==> config.mk <==
export PLATFORM = sky130hd
export DESIGN_NAME = bcd_updown_stage
export DESIGN_NICKNAME = d
export VERILOG_FILES = /design/src/rtl/bcd_stage_pkg.sv /design/src/rtl/bcd_release_sync.sv /design/src/rtl/bcd_step_logic.sv /design/src/rtl/bcd_terminal_decode.sv /design/src/rtl/bcd_updown_stage.sv
export SDC_FILE = /design/constraint.sdc
export NUM_CORES = 1
export LEC_CHECK = 0
export BUFFER_PORTS_ARGS = -buffer_cell sky130_fd_sc_hd__buf_4
export CAP_MARGIN = 20
export CORE_MARGIN = 4
export CORE_UTILIZATION = 49
export CTS_CLUSTER_DIAMETER = 60
export DETAILED_ROUTE_END_ITERATION = 10
export PLACE_DENSITY = 0.74
export RECOVER_POWER = 50
export SLEW_MARGIN = 20
export SYNTH_ARGS = -nofsm -noshare
export SYNTH_HDL_FRONTEND = slang
export SYNTH_HIERARCHICAL = 1
export SYNTH_SLANG_ARGS = --single-unit
==> constraint.sdc <==
create_clock -name clk -period 3.5 [get_ports clk]
set_input_delay 0.175 -clock clk [delete_from_list [all_inputs] [get_ports clk]]
set_output_delay 0.175 -clock clk [all_outputs]
set_load 0.03 [all_outputs]
==> src/rtl/bcd_stage_pkg.sv <==
package bcd_stage_pkg;

    localparam int          DIGIT_W  = 4;
    localparam logic [3:0]  DIGIT_MAX = 4'd9;

    typedef logic [DIGIT_W-1:0] digit_t;

    typedef struct packed {
        digit_t cnt;
    } stage_state_t;

    // Upward successor, including the fixed return path for codes 10..15
    function automatic digit_t next_up(input digit_t v);
        digit_t r;
        case (v)
            4'd9:    r = 4'd0;
            4'd11:   r = 4'd6;
            4'd13:   r = 4'd4;
            4'd15:   r = 4'd2;
            default: r = v + 4'd1;
        endcase
        return r;
    endfunction

    // Downward successor; illegal codes simply decrement toward 9
    function automatic digit_t next_down(input digit_t v);
        digit_t r;
        if (v == 4'd0) r = DIGIT_MAX;
        else           r = v - 4'd1;
        return r;
    endfunction

endpackage

==> src/rtl/bcd_release_sync.sv <==
module bcd_release_sync #(
    parameter int STAGES = 2
) (
    input  logic clk,
    input  logic async_i,
    output logic hold_o
);
    localparam int LAST = STAGES - 1;

    logic [STAGES-1:0] shift_q;
    logic [STAGES-1:0] shift_d;

    generate
        if (STAGES == 1) begin : g_single
            always_comb shift_d = 1'b0;
        end else begin : g_chain
            always_comb shift_d = {shift_q[STAGES-2:0], 1'b0};
        end
    endgenerate

    always_ff @(posedge clk or posedge async_i) begin
        if (async_i) shift_q <= '1;
        else         shift_q <= shift_d;
    end

    assign hold_o = shift_q[LAST];
endmodule

==> src/rtl/bcd_step_logic.sv <==
module bcd_step_logic
    import bcd_stage_pkg::*;
(
    input  digit_t cur_i,
    input  digit_t preset_i,
    input  logic   clr_hold_i,
    input  logic   ld_hold_i,
    input  logic   up_i,
    input  logic   dn_i,
    output digit_t nxt_o
);
    always_comb begin
        nxt_o = cur_i;
        if (clr_hold_i)          nxt_o = '0;
        else if (ld_hold_i)      nxt_o = preset_i;
        else if (up_i && !dn_i)  nxt_o = next_up(cur_i);
        else if (dn_i && !up_i)  nxt_o = next_down(cur_i);
    end
endmodule

==> src/rtl/bcd_terminal_decode.sv <==
module bcd_terminal_decode
    import bcd_stage_pkg::*;
(
    input  digit_t shown_i,
    input  logic   up_i,
    input  logic   dn_i,
    output logic   carry_n_o,
    output logic   borrow_n_o
);
    logic at_top;
    logic at_bottom;

    always_comb begin
        at_top     = (shown_i == DIGIT_MAX);
        at_bottom  = (shown_i == '0);
        carry_n_o  = !(at_top    && up_i && !dn_i);
        borrow_n_o = !(at_bottom && dn_i && !up_i);
    end
endmodule

==> src/rtl/bcd_updown_stage.sv <==
module bcd_updown_stage
    import bcd_stage_pkg::*;
#(
    parameter int SYNC_STAGES = 2
) (
    input  logic       clk,
    input  logic       clr_i,
    input  logic       load_n_i,
    input  logic [3:0] preset_i,
    input  logic       up_stb_i,
    input  logic       dn_stb_i,
    output logic [3:0] count_o,
    output logic       carry_n_o,
    output logic       borrow_n_o
);
    stage_state_t state_q;
    stage_state_t state_d;

    logic   clr_hold;
    logic   ld_hold;
    logic   ld_req;
    digit_t step_nxt;
    digit_t shown;

    assign ld_req = ~load_n_i;

    bcd_release_sync #(.STAGES(SYNC_STAGES)) u_clr_sync (
        .clk     (clk),
        .async_i (clr_i),
        .hold_o  (clr_hold)
    );

    bcd_release_sync #(.STAGES(SYNC_STAGES)) u_ld_sync (
        .clk     (clk),
        .async_i (ld_req),
        .hold_o  (ld_hold)
    );

    bcd_step_logic u_step (
        .cur_i      (state_q.cnt),
        .preset_i   (preset_i),
        .clr_hold_i (clr_hold),
        .ld_hold_i  (ld_hold),
        .up_i       (up_stb_i),
        .dn_i       (dn_stb_i),
        .nxt_o      (step_nxt)
    );

    always_comb begin
        state_d     = state_q;
        state_d.cnt = step_nxt;
    end

    always_ff @(posedge clk or posedge clr_i) begin
        if (clr_i) state_q <= '0;
        else       state_q <= state_d;
    end

    // Load shows through at once; clear already zeroed the register
    always_comb begin
        shown = state_q.cnt;
        if (!clr_i && !load_n_i) shown = preset_i;
    end

    assign count_o = shown;

    bcd_terminal_decode u_term (
        .shown_i    (shown),
        .up_i       (up_stb_i),
        .dn_i       (dn_stb_i),
        .carry_n_o  (carry_n_o),
        .borrow_n_o (borrow_n_o)
    );
endmodule


==> impl_metrics.json <==
{
  "area_delta_synth_final_pct": 22.99,
  "cts_root_buffer": "clkbuf_4",
  "synth_cell_types": 34,
  "syn-cell-area_um2": 636.9,
  "synthArstFlopShare": 1.000,
  "max_freq_ghz": 0.4746,
  "crit_type": "in -> out",
  "worstSetupEndpointType": "output pin",
  "grt_pass1_vias": 579,
  "synth-seq-area-share": 0.3222,
  "drv_cap": 0,
  "cts_buffers": 3,
  "ant_nets": 0,
  "coreArea_um2": 1171,
  "grt_pass1_wl_um": 2421,
  "synthSimpleGateAreaFrac": 0.2220,
  "setup_viol": 0,
  "pre_cts_ws_ps": 1690,
  "path_clk_slew_ps": 60,
  "path_max_fanout": 4,
  "grt_max_degree": 11,
  "clock_tree.htree_level_count": 1,
  "synth-compound-area-share": 0.1827,
  "hp-start": "preset_i[0]",
  "rows": 12,
  "multi_input_area_um2": 382.9,
  "holdPathStages": 3,
  "start_util": 0.5438,
  "synthMuxAreaShare": 0.1120,
  "layout_common_cells": "12 x buf_4, 9 x inv_1, 5 x a21oi_1",
  "top_level_ports": 15,
  "hold_violations": 0,
  "regArea_um2": 205.2,
  "routed_wl_um": 1382,
  "startpoint_type": "input pin",
  "slew_viol_final": 0,
  "cts-resized-gates": 0,
  "place_congestion": 0.8188,
  "placed_cells_incl_taps": 96,
  "layout.nets": 101,
  "portBuffers": 14,
  "cts_sinks": 8,
  "first_pass_iters": 5,
  "grt_util_all_layers": 0.1648,
  "arrival_ps": 1930,
  "drt-initial-drc-count": 19,
  "synthAdderAreaFrac": 0.05894,
  "clk_path_buf_depth": 2,
  "die-area_um2": 1940,
  "clock_skew_ps": 8.972,
  "synth_top_family_by_area": "simple AND/OR/NAND/NOR gates",
  "grt-ovfl-total": 0,
  "insertion_delay_ps": 250,
  "die_h_um": 44.05,
  "synth_xor_area_frac": 0.01375,
  "tns_ps": 0,
  "final_common_cell": "buf_4",
  "holdWs_ps": 245.8,
  "via_count": 581,
  "viasPerCell": 5.696,
  "finalCritPeriodShare": 0.6021,
  "holdPathEnd": "state_q[0]",
  "synthCells": 70,
  "synth-edff-count": 0,
  "setup_ws_ps": 1393,
  "r2r-end": "state_q[0]",
  "die_x_um": 44.05,
  "antenna_found_initial": 0,
  "synth_ff_type": "dfstp_2",
  "synth_nets": 82,
  "p_leak_nw": 0.3614,
  "yosys_warnings": 6,
  "r2r_cells": 6,
  "drive_above_1_share": 0.3182,
  "timing.rr.start": "state_q[0]",
  "status": "finished clean",
  "final.fill_count": 103,
  "period_needed_ps": 2107,
  "stdcell_count": 102,
  "ir_worst_vdd_mv": 0.2401,
  "p_per_area_nw_per_um2": 344.8,
  "critPathRequiredTime_ps": 3320,
  "cts_tree": "yes",
  "p_total_uw": 270.0,
  "drc": 0,
  "syn_area_per_cell_um2": 9.098,
  "hpwlAfterDp_um": 1052,
  "ys_seq_elements": 8,
  "wl_per_cell_um": 13.55,
  "rsz0062_at_grt": "false",
  "antennaDiodeCount": 0,
  "r2r_slack_ps": 1650,
  "hold_class": "in -> reg"
}
==> state kept, by name (all words and copies together), names as in the netlist <==
name / flops
u_clr_sync/shift_q: 2
u_ld_sync/shift_q: 2
state_q: 4
==> per-layer routing <==
metal / up-vias / share of wire / GRT usage
li1: 280 / - / -
met1: 273 / 0.45 / 0.1985
met2: 24 / 0.46 / 0.2762
met3: 4 / 0.072 / 0.03252
met4: 0 / 0.020 / 0.08434
met5: - / 0 / 0
==> worst max path at each step <==
| stage | startpoint | to |
|---|---|---|
| after floorplan | state_q[0] | state_q[0] |
| after global placement | state_q[0] | state_q[0] |
| after detailed placement | state_q[0] | state_q[0] |
| after CTS | clr_i | borrow_n_o |
| after global routing | clr_i | borrow_n_o |
| final | clr_i | carry_n_o |
==> power by group <==
| group | total (mW) | internal [mW] | switching [mW] |
|---|---|---|---|
| sequential | 0.112 | 0.101 | 0.0114 |
| combinational | 0.0836 | 0.0407 | 0.0429 |
| clock | 0.0740 | 0.0435 | 0.0304 |
==> cell type report <==
cell class,count,area share
well taps,14,0.02236
flip-flops and latches,8,0.2620
clock buffers,4,0.03355
multi-input cells,51,0.4888
repair buffers,16,0.1502
inverters,9,0.04313
==> synth_stat cells, types with 2 or more instances <==
library cell  count  area [um2]
nor2_1            3       11.26
nand3_1           2       10.01
inv_1             9       33.78
nand2_1           3       11.26
o21ai_0           3       15.01
ha_1              3       37.54
mux2_4            4       60.06
nor4_1            2       12.51
nand4b_1          2       17.52
dfstp_2           4       105.1
nand2b_1          3       18.77
conb_1            2       7.510
a21oi_1           5       25.02
dfrtp_1           4       100.1
o21a_1            2       15.01
==> worst max-delay path: stages <==
cell	delay [ps]
dlygate4sd3_1	540
clkbuf_1	150
nor2_4	200
mux2_4	330
or3_1	370
buf_4	170
==> kinds of logic after synthesis <==
family | Yosys count
multiplexers | 5
buffers and inverters | 11
adder cells (fa/ha/maj) | 3
flip-flops | 8
AND/OR/NAND/NOR | 23
AO/OA/AOI/OAI | 17
XOR/XNOR | 1
other | 2
==> through the flow <==
step                      utilization  instance area (um2)
after detailed placement       0.6357                744.5
after floorplan                     -                636.9
after CTS                      0.6752                790.8
after global placement         0.6357                744.5
final                          0.6688                783.3
after global routing           0.6688                783.3
==> timing repair <==
action / CTS / global route
setup buffers: 0 / 0
endpoints found under the hold margin: 8 / 0
hold buffers: 2 / 0
Power figures use the tool's default switching activity.
